File: src/rtl/snc_pkg.sv
// Shared types of the snooping write-update cache controller.
// Assumes: encodings below are fixed, the bus fabric decodes the kind field.
package snc_pkg;
    typedef enum logic [1:0] {
        LN_ABSENT = 2'd0,
        LN_SHARED = 2'd1,
        LN_EXCL   = 2'd2
    } line_st_e;

    typedef enum logic [1:0] {
        BK_READ   = 2'd0,
        BK_UPDATE = 2'd1,
        BK_WBACK  = 2'd2
    } bus_kind_e;

    typedef enum logic [1:0] {
        F_IDLE  = 2'd0,
        F_WBACK = 2'd1,
        F_XFER  = 2'd2
    } fsm_e;
endpackage

File: src/rtl/snc_line_array.sv
// Direct-mapped tag/state/dirty/data store with two lookup ports.
// Assumes: the snoop update wins over the processor update on the same index.
module snc_line_array
    import snc_pkg::*;
#(
    parameter int IW = 3,
    parameter int TW = 5,
    parameter int DW = 16
) (
    input  logic          clk,
    input  logic          rst_n,
    input  logic [IW-1:0] p_idx,
    output logic [TW-1:0] p_tag,
    output line_st_e      p_st,
    output logic          p_dirty,
    output logic [DW-1:0] p_data,
    input  logic          p_we,
    input  logic [TW-1:0] p_tag_nxt,
    input  line_st_e      p_st_nxt,
    input  logic          p_dirty_nxt,
    input  logic [DW-1:0] p_data_nxt,
    input  logic [IW-1:0] s_idx,
    output logic [TW-1:0] s_tag,
    output line_st_e      s_st,
    output logic          s_dirty,
    output logic [DW-1:0] s_data,
    input  logic          s_we,
    input  logic          s_data_we,
    input  logic [DW-1:0] s_data_nxt
);
    localparam int LINES = 1 << IW;

    logic [TW-1:0] tag_q   [LINES];
    line_st_e      st_q    [LINES];
    logic          dirty_q [LINES];
    logic [DW-1:0] data_q  [LINES];

    // Combinational lookups for both ports.
    always_comb begin
        p_tag   = tag_q[p_idx];
        p_st    = st_q[p_idx];
        p_dirty = dirty_q[p_idx];
        p_data  = data_q[p_idx];
        s_tag   = tag_q[s_idx];
        s_st    = st_q[s_idx];
        s_dirty = dirty_q[s_idx];
        s_data  = data_q[s_idx];
    end

    // State and dirty flags: reset to absent, snoop write applied last.
    always_ff @(posedge clk) begin
        if (!rst_n) begin
            for (int i = 0; i < LINES; i++) begin
                st_q[i]    <= LN_ABSENT;
                dirty_q[i] <= 1'b0;
            end
        end else begin
            if (p_we) begin
                st_q[p_idx]    <= p_st_nxt;
                dirty_q[p_idx] <= p_dirty_nxt;
            end
            if (s_we) begin
                st_q[s_idx]    <= LN_SHARED;
                dirty_q[s_idx] <= 1'b0;
            end
        end
    end

    // Tag and data words: no reset needed, guarded by the state.
    always_ff @(posedge clk) begin
        if (p_we) begin
            tag_q[p_idx]  <= p_tag_nxt;
            data_q[p_idx] <= p_data_nxt;
        end
        if (s_data_we) begin
            data_q[s_idx] <= s_data_nxt;
        end
    end
endmodule

File: src/rtl/snc_snoop.sv
// Snoop response logic: decides copy-held, dirty supply and the line change.
// Assumes: the write-back kind never touches a peer's copy.
module snc_snoop
    import snc_pkg::*;
#(
    parameter int TW = 5,
    parameter int DW = 16
) (
    input  logic          snp_valid,
    input  logic [1:0]    snp_kind,
    input  logic [TW-1:0] snp_tag,
    input  logic [TW-1:0] ln_tag,
    input  line_st_e      ln_st,
    input  logic          ln_dirty,
    input  logic [DW-1:0] ln_data,
    output logic          has_copy,
    output logic          supply,
    output logic [DW-1:0] data_out,
    output logic          ln_we,
    output logic          ln_data_we
);
    logic hit;

    // Match a peer transaction against the indexed line.
    always_comb begin
        hit        = snp_valid && (snp_kind != BK_WBACK) &&
                     (ln_st != LN_ABSENT) && (ln_tag == snp_tag);
        has_copy   = hit;
        supply     = hit && (snp_kind == BK_READ) && ln_dirty;
        data_out   = ln_data;
        ln_we      = hit;
        ln_data_we = hit && (snp_kind == BK_UPDATE);
    end
endmodule

File: src/rtl/snoop_update_cache.sv
// Per-processor cache controller with write-update snooping.
// Assumes: one outstanding processor request, no snoop during this cache's ack.
module snoop_update_cache
    import snc_pkg::*;
#(
    parameter int AW = 8,
    parameter int IW = 3,
    parameter int DW = 16
) (
    input  logic          clk,
    input  logic          rst_n,
    input  logic          cpu_valid,
    input  logic          cpu_write,
    input  logic [AW-1:0] cpu_addr,
    input  logic [DW-1:0] cpu_wdata,
    output logic          cpu_stall,
    output logic          cpu_done,
    output logic [DW-1:0] cpu_rdata,
    output logic          bus_req,
    output logic [1:0]    bus_kind,
    output logic [AW-1:0] bus_addr,
    output logic [DW-1:0] bus_wdata,
    input  logic          bus_ack,
    input  logic [DW-1:0] bus_rdata,
    input  logic          bus_shared,
    input  logic          snp_valid,
    input  logic [1:0]    snp_kind,
    input  logic [AW-1:0] snp_addr,
    input  logic [DW-1:0] snp_wdata,
    output logic          snp_has_copy,
    output logic          snp_supply,
    output logic [DW-1:0] snp_data
);
    localparam int TW = AW - IW;

    fsm_e          fsm_q;
    logic          pend_wr_q;
    logic [AW-1:0] pend_addr_q;
    logic [DW-1:0] pend_wdata_q;
    bus_kind_e     pend_kind_q;
    logic          done_q;
    logic [DW-1:0] rdata_q;

    logic [IW-1:0] lk_idx;
    logic [TW-1:0] lk_tag, s_tag;
    line_st_e      lk_st, s_st;
    logic          lk_dirty, s_dirty;
    logic [DW-1:0] lk_data, s_data;
    logic          p_we;
    logic [TW-1:0] p_tag_nxt;
    line_st_e      p_st_nxt;
    logic          p_dirty_nxt;
    logic [DW-1:0] p_data_nxt;
    logic          s_we, s_data_we;
    logic          conflict, accept, hit;

    // Lookup index follows the pending request while the bus is busy.
    always_comb begin
        lk_idx   = (fsm_q == F_IDLE) ? cpu_addr[IW-1:0] : pend_addr_q[IW-1:0];
        hit      = (lk_st != LN_ABSENT) && (lk_tag == cpu_addr[AW-1:IW]);
        conflict = snp_valid && (snp_addr[IW-1:0] == cpu_addr[IW-1:0]);
        cpu_stall = (fsm_q != F_IDLE) || conflict;
        accept   = cpu_valid && !cpu_stall;
    end

    // Bus master outputs, taken from the FSM and the pending request.
    always_comb begin
        bus_req   = (fsm_q != F_IDLE);
        bus_kind  = (fsm_q == F_WBACK) ? BK_WBACK : pend_kind_q;
        bus_addr  = (fsm_q == F_WBACK) ? {lk_tag, lk_idx} : pend_addr_q;
        bus_wdata = (fsm_q == F_WBACK) ? lk_data : pend_wdata_q;
    end

    // Processor-side line update: local write, fill/update install, eviction.
    always_comb begin
        p_we        = 1'b0;
        p_tag_nxt   = pend_addr_q[AW-1:IW];
        p_st_nxt    = bus_shared ? LN_SHARED : LN_EXCL;
        p_dirty_nxt = 1'b0;
        p_data_nxt  = pend_wr_q ? pend_wdata_q : bus_rdata;
        unique case (fsm_q)
            F_IDLE: begin
                if (accept && cpu_write && hit && lk_st == LN_EXCL) begin
                    p_we        = 1'b1;
                    p_tag_nxt   = lk_tag;
                    p_st_nxt    = LN_EXCL;
                    p_dirty_nxt = 1'b1;
                    p_data_nxt  = cpu_wdata;
                end
            end
            F_WBACK: begin
                if (bus_ack) begin
                    p_we       = 1'b1;
                    p_tag_nxt  = lk_tag;
                    p_st_nxt   = LN_ABSENT;
                    p_data_nxt = lk_data;
                end
            end
            F_XFER: p_we = bus_ack;
            default: p_we = 1'b0;
        endcase
    end

    // Request sequencing and the registered processor response.
    always_ff @(posedge clk) begin
        if (!rst_n) begin
            fsm_q        <= F_IDLE;
            pend_wr_q    <= 1'b0;
            pend_addr_q  <= '0;
            pend_wdata_q <= '0;
            pend_kind_q  <= BK_READ;
            done_q       <= 1'b0;
            rdata_q      <= '0;
        end else begin
            done_q <= 1'b0;
            unique case (fsm_q)
                F_IDLE: begin
                    if (accept) begin
                        pend_wr_q    <= cpu_write;
                        pend_addr_q  <= cpu_addr;
                        pend_wdata_q <= cpu_wdata;
                        pend_kind_q  <= cpu_write ? BK_UPDATE : BK_READ;
                        if (hit && !(cpu_write && lk_st == LN_SHARED)) begin
                            done_q  <= 1'b1;
                            rdata_q <= cpu_write ? cpu_wdata : lk_data;
                        end else if (!hit && lk_st == LN_EXCL && lk_dirty) begin
                            fsm_q <= F_WBACK;
                        end else begin
                            fsm_q <= F_XFER;
                        end
                    end
                end
                F_WBACK: if (bus_ack) fsm_q <= F_XFER;
                F_XFER: begin
                    if (bus_ack) begin
                        fsm_q   <= F_IDLE;
                        done_q  <= 1'b1;
                        rdata_q <= pend_wr_q ? pend_wdata_q : bus_rdata;
                    end
                end
                default: fsm_q <= F_IDLE;
            endcase
        end
    end

    assign cpu_done  = done_q;
    assign cpu_rdata = rdata_q;

    snc_line_array #(.IW(IW), .TW(TW), .DW(DW)) i_array (
        .clk         (clk),
        .rst_n       (rst_n),
        .p_idx       (lk_idx),
        .p_tag       (lk_tag),
        .p_st        (lk_st),
        .p_dirty     (lk_dirty),
        .p_data      (lk_data),
        .p_we        (p_we),
        .p_tag_nxt   (p_tag_nxt),
        .p_st_nxt    (p_st_nxt),
        .p_dirty_nxt (p_dirty_nxt),
        .p_data_nxt  (p_data_nxt),
        .s_idx       (snp_addr[IW-1:0]),
        .s_tag       (s_tag),
        .s_st        (s_st),
        .s_dirty     (s_dirty),
        .s_data      (s_data),
        .s_we        (s_we),
        .s_data_we   (s_data_we),
        .s_data_nxt  (snp_wdata)
    );

    snc_snoop #(.TW(TW), .DW(DW)) i_snoop (
        .snp_valid  (snp_valid),
        .snp_kind   (snp_kind),
        .snp_tag    (snp_addr[AW-1:IW]),
        .ln_tag     (s_tag),
        .ln_st      (s_st),
        .ln_dirty   (s_dirty),
        .ln_data    (s_data),
        .has_copy   (snp_has_copy),
        .supply     (snp_supply),
        .data_out   (snp_data),
        .ln_we      (s_we),
        .ln_data_we (s_data_we)
    );
endmodule

File: config.mk
export PLATFORM = sky130hd
export DESIGN_NAME = snoop_update_cache
export DESIGN_NICKNAME = d
export VERILOG_FILES = /design/src/rtl/snc_pkg.sv /design/src/rtl/snc_line_array.sv /design/src/rtl/snc_snoop.sv /design/src/rtl/snoop_update_cache.sv
export SDC_FILE = /design/constraint.sdc
export NUM_CORES = 1
export LEC_CHECK = 0
export BUFFER_PORTS_ARGS = -buffer_cell sky130_fd_sc_hd__buf_2
export CORE_UTILIZATION = 50
export DETAILED_ROUTE_END_ITERATION = 8
export MAX_ROUTING_LAYER = met4
export PLACE_DENSITY_LB_ADDON = 0.1
export SYNTH_ARGS = -nofsm -noshare
export SYNTH_HDL_FRONTEND = slang
export SYNTH_HIERARCHICAL = 1
export SYNTH_SLANG_ARGS = --single-unit
File: constraint.sdc
create_clock -name clk -period 5 [get_ports clk]
set_input_delay 0.25 -clock clk [delete_from_list [all_inputs] [get_ports clk]]
set_output_delay 0.25 -clock clk [all_outputs]
set_load 0.05 [all_outputs]
# ---- After elaboration in Yosys (flattened, before gate mapping)
# Memory sizes are Yosys's and may differ from the RTL's.
# Index checks and enable logic that the tools add are counted.
dict set report op_classes {
  add_sub_neg 0
  mul 0
  div_mod_pow 0
  order_cmp 0
  eq_ne 14
  shifts 0
  n_mux 56
  n_bitwise 0
  reduce_logical 33
}
# operator n
set op_table {}
lappend op_table {{$mux 16} 8}
lappend op_table {{$pmux 16 s2} 2}
lappend op_table {{$mux 1} 22}
lappend op_table {{$mux 2} 11}
lappend op_table {{$logic_and 1x1->1} 16}
lappend op_table {{$mux 3} 5}
lappend op_table {{$eq 5x5->1} 2}
lappend op_table {{$mux 5} 2}
lappend op_table {{$ne 2x2->1 const B} 5}
lappend op_table {{$pmux 5 s2} 1}
lappend op_table {{$mux 8} 1}
lappend op_table {{$reduce_and 4->1} 2}
lappend op_table {{$reduce_bool 2->1} 4}
lappend op_table {{$eq 2x1->1 const B} 3}
lappend op_table {{$pmux 2 s3} 1}
lappend op_table {{$eq 2x2->1 const B} 2}
lappend op_table {{$logic_not 2->1} 2}
lappend op_table {{$pmux 2 s2} 1}
lappend op_table {{$reduce_or 2->1} 2}
lappend op_table {{$eq 3x3->1} 1}
lappend op_table {{$logic_not 1->1} 3}
lappend op_table {{$pmux 1 s3} 1}
lappend op_table {{$ne 2x1->1 const B} 1}
lappend op_table {{$pmux 1 s2} 1}
lappend op_table {{other kinds (3)} 4}
dict set report word_totals {
  reg_bits 46
  latch_bits 0
  ramBits 192
  rom_bits 0
  input_bits 73
  output_inout_bits 63
  word_cells 114
  mem_count 4
}
# memory words word_bits read_ports rd_ports_with_merged_regs write_ports line
set memory_table {}
lappend memory_table {i_array.data_q 8 16 2 0 2 snc_line_array.sv:36} ;# logic [DW-1:0] data_q [LINES];
lappend memory_table {i_array.tag_q 8 5 2 0 1 snc_line_array.sv:33} ;# logic [TW-1:0] tag_q [LINES];
lappend memory_table {i_array.st_q 8 2 2 0 8 snc_line_array.sv:34} ;# line_st_e st_q [LINES];
lappend memory_table {i_array.dirty_q 8 1 2 0 8 snc_line_array.sv:35} ;# logic dirty_q [LINES];

# ---- Depth between registers and ports, before layout
dict set report depth {
  depth_word 15
  mapped_depth 21
  depth_no_buf 16
}

# ---- Modules after synthesis
# The synthesis kept the hierarchy.
# mod instances cells_each area_each_um2 seq_area_each_um2
set by_module_without_submodules {}
lappend by_module_without_submodules {snc_line_array 1 784 10881.7 5525.3}
lappend by_module_without_submodules {snoop_update_cache 1 377 3253.1 880.8}
lappend by_module_without_submodules {snc_snoop 1 31 237.7 0.0}

# ---- Least setup slack after synthesis
# No wires, ideal clock.
dict set report synth_path {
  path_type {flip-flop to flip-flop}
  from {register fsm_q[0]}
  to {memory i_array.data_q[1][0] (enable)}
  arrival_time_ns 4.614
  required_time_ns 4.605
  path_slack_ns -0.009
  path_stages_with_launch 17
  path_buffers 4
  path_cell_list {dfxtp_1 -> inv_1 -> ha_1 -> buf_1 -> mux2_2 -> buf_2 -> buf_2 -> mux4_2 -> mux2_2 -> xnor2_1 -> nand3_2 -> or3_4 -> o21ai_0 -> nor2b_1 -> nand2b_1 -> clkbuf_1 -> o22ai_1}
}
# item line
set synth_lines {}
lappend synth_lines {{start: declaration} snoop_update_cache.sv:36} ;# fsm_e fsm_q;
lappend synth_lines {{start signal: assignment} snoop_update_cache.sv:107} ;# fsm_q <= F_IDLE;
lappend synth_lines {{start signal: assignment} snoop_update_cache.sv:127} ;# fsm_q <= F_WBACK;
lappend synth_lines {{start signal: assignment} snoop_update_cache.sv:129} ;# fsm_q <= F_XFER;
lappend synth_lines {{end: declaration} snc_line_array.sv:36}

==> flow_summary.ini <==
[die]
initial_core_util_pct = 51.3
fp-row-count = 61
fp.dieArea_sq_um = 29400
chipHeight_um = 172
io_pins = 136
die_w_um = 172
core-area_sq_um = 28000

[global_route]
grt_first_pass_wirelength_um = 70000
overflow = 0
grt_use_met3_pct = 6.21
antenna_found_initial = 2
grt_pass1_vias = 10800
grt_busiest_layer = met2
grt_max_degree = 47
grt_util_met2_pct = 50.4
track_usage_pct = 33.6
gr-usage-met1_pct = 46.3

[critical_path]
endpoint_kind = flip-flop
rr_worst_depth = 15
worstSetupPathType = reg -> reg
required_ns = 5.22
crit_fanout = 17
cp-start-kind = flip-flop
crit_arrival_ns = 4.93

[yosys]
yosysUniqueCellTypes = 69
ys_ff_latch = 236
yosysSeqAreaShare_pct = 44.6
synth.top_cell.area_share_pct = 35.1
synth_area_sq_um = 14400
async_flop_share_pct = 0
ys_warn_count = 6
synth_edf_count = 168
synthTopCellsByCount = mux2_2 (193), edfxtp_1 (168), nand2_1 (82)
syn_inst = 1192
postSynthAreaPerCell_sq_um = 12.1
synth-main-ff-cell = edfxtp_1
yosysTopAreaCell = edfxtp_1
yosysMostFrequentCell = mux2_2
synth_nets = 1269
netlist_top_cells_area = edfxtp_1 (35%), mux2_2 (15%), dfxtp_1 (9.5%)

[timing]
fin_hold_ws_ns = 0.0939
drv_slew = 0
fmax_ghz = 0.212
period_minus_slack_ns = 4.72
fin_crit_sh_pct = 94.4
max-slew-margin-rel_pct = 23.8
setup_viol = 0
fin_skew_ns = 0.0194
finalHoldViolations = 0
rsz0062_at_grt = no
worst_slew_pin_slew_ns = 1.14

[power]
p_int_w = 0.00401
clkPwrFrac_pct = 36.8
fin_total_pwr_w = 0.00575
p_per_area_nw_per_um2 = 346
peakVddDrop_mv = 0.261
switchingPower_w = 0.00174
p_leak_nw = 6.52
seqPwrFrac_pct = 38.9
p_comb_share_pct = 24.3
switching_share_pct = 30.3

[clocking]
cts_made_buffers = 27
clock_latency_ns = 0.56
clk_transition_reported_paths_ns = 0.06
cts_root_buf = clkbuf_16
clockBufferDepth = 3
cts_max_level = 1
cts_tree = done
clock_sinks = 236

[placed_design]
port_buffers = 135
place_inst = 1665
hpwl_um = 32500
place_congestion = 0.943
dpl_cell_area_sq_um = 15400

[layout]
area_growth_pct = 15.5
drive_gt1_share_pct = 39.4
fin_area_sq_um = 16600
nNetsFinal = 1417
final_core_util_pct = 59.3
final_cells = 1740
nFillCells = 2366

[route]
totalWireLength_um = 48100
dr_total_vias = 11400
drc = 0
ant_nets = 0
firstDrtPassIters = 6
wire_per_inst_um = 27.6
drt-initial-drc-count = 1475
vias_per_cell = 6.54

[run]
drv_cap = 0

[min_path]
hold_class = in -> reg
whs_path_depth = 2

[status]
outcome = completed
## per-layer routing
| layer | wire (um) | part of all wire [%] |
|---|---|---|
| met5 | 0 | 0 |
| met4 | 1220 | 2.5 |
| met3 | 5380 | 11 |
| met2 | 21400 | 45 |
| met1 | 20100 | 42 |
## path summary, 6_finish.rpt
kind | startpoint | slack (ns) | endpoint
setup / recovery | fsm_q[0]$_SDFFE_PN0P_ | 0.28 | i_array/data_q[1][5]$_DFFE_PP_
hold / removal | snp_wdata[6] | 0.09 | i_array/data_q[6][6]$_DFFE_PP_
setup reg to reg | fsm_q[0]$_SDFFE_PN0P_ | 0.28 | i_array/data_q[1][5]$_DFFE_PP_
hold reg to reg | pend_wdata_q[5]$_SDFFE_PN0P_ | 0.47 | pend_wdata_q[5]$_SDFFE_PN0P_
## worst max-delay path, stage by stage (launching register included)
cell,delay [ns]
dfxtp_1,0.38
inv_1,0.08
ha_1,0.31
mux2_2,0.52
mux2_2,0.38
a221oi_1,0.29
o21ai_0,0.25
xnor2_1,0.24
nand3_2,0.15
or3_4,0.47
o21ai_0,0.18
nor2b_1,0.32
nand2b_1,0.14
buf_4,0.19
o22ai_2,0.11
buf_4,0.36
## registers in the layout, indices dropped and copies added (netlist names)
signal	count
pend_wr_q	1
pend_addr_q	8
pend_wdata_q	16
i_array/st_q	16
i_array/dirty_q	8
i_array/data_q	128
i_array/tag_q	40
fsm_q	2
cpu_done	1
cpu_rdata	16
## cells by family (layout without fill, tap and decap cells)
kind of cell	Yosys count	in the layout	synth area share, %
muxes	325	325	27.6
AOI/OAI and AO/OA	255	255	13.1
DFF	236	236	44.6
and+or+nand+nor	229	229	8.52
buffers and inverters	130	299	5.09
xor gates and xnor gates	13	13	0.792
adders and majority gates	4	4	0.348
other	0	1	0
## power groups by stage
stage	clock (W)	combinational, W	sequential (W)
after floorplan	0	0.000912	0.00232
after global placement	0	0.00133	0.00227
after detailed placement	0	0.00134	0.00227
after CTS	0.00214	0.00137	0.00223
after global routing	0.00220	0.00147	0.00224
final	0.00212	0.00140	0.00223
## cell type report
type,instances,area (sq um),share of cell area [%]
Clock inverter,12,191,1.15
Clock buffer,38,737,4.44
Antenna cell,1,2.50,0.0151
Inverter,21,78.8,0.475
Timing Repair Buffer,228,1450,8.71
Sequential cell,236,6410,38.6
Multi-Input combinational cell,826,7260,43.8
Tap cell,378,473,2.85
## placed cells by master (no fill, tap or decap), types with 24 or more instances in the layout
master,instances
mux4_2,26
nand2_1,82
dfxtp_1,68
buf_4,68
nor2_1,51
edfxtp_1,168
a21oi_1,38
clkbuf_16,27
o21ai_0,29
mux2_2,193
dlygate4sd3_1,24
a221oi_1,30
buf_2,135
mux2_4,28
mux2i_1,75
a22oi_1,32
## metrics by stage
| step | setup TNS (ns) | worst slack (ns) |
|---|---|---|
| after global routing | 0 | 0.0177 |
| after global placement | 0 | 0.334 |
| final | 0 | 0.281 |
| after CTS | 0 | 0.240 |
| after floorplan | -0.291 | -0.00909 |
| after detailed placement | 0 | 0.272 |
## timing repair
| action | in CTS | in global routing |
|---|---|---|
| setup buffers | 0 | 0 |
| hold buffers | 24 | 0 |
| endpoints found under the setup margin | 0 | 26 |
| gates resized for setup | 0 | 3 |
| hold endpoints to repair | 24 | 0 |
(Power assumes the default switching activity.)
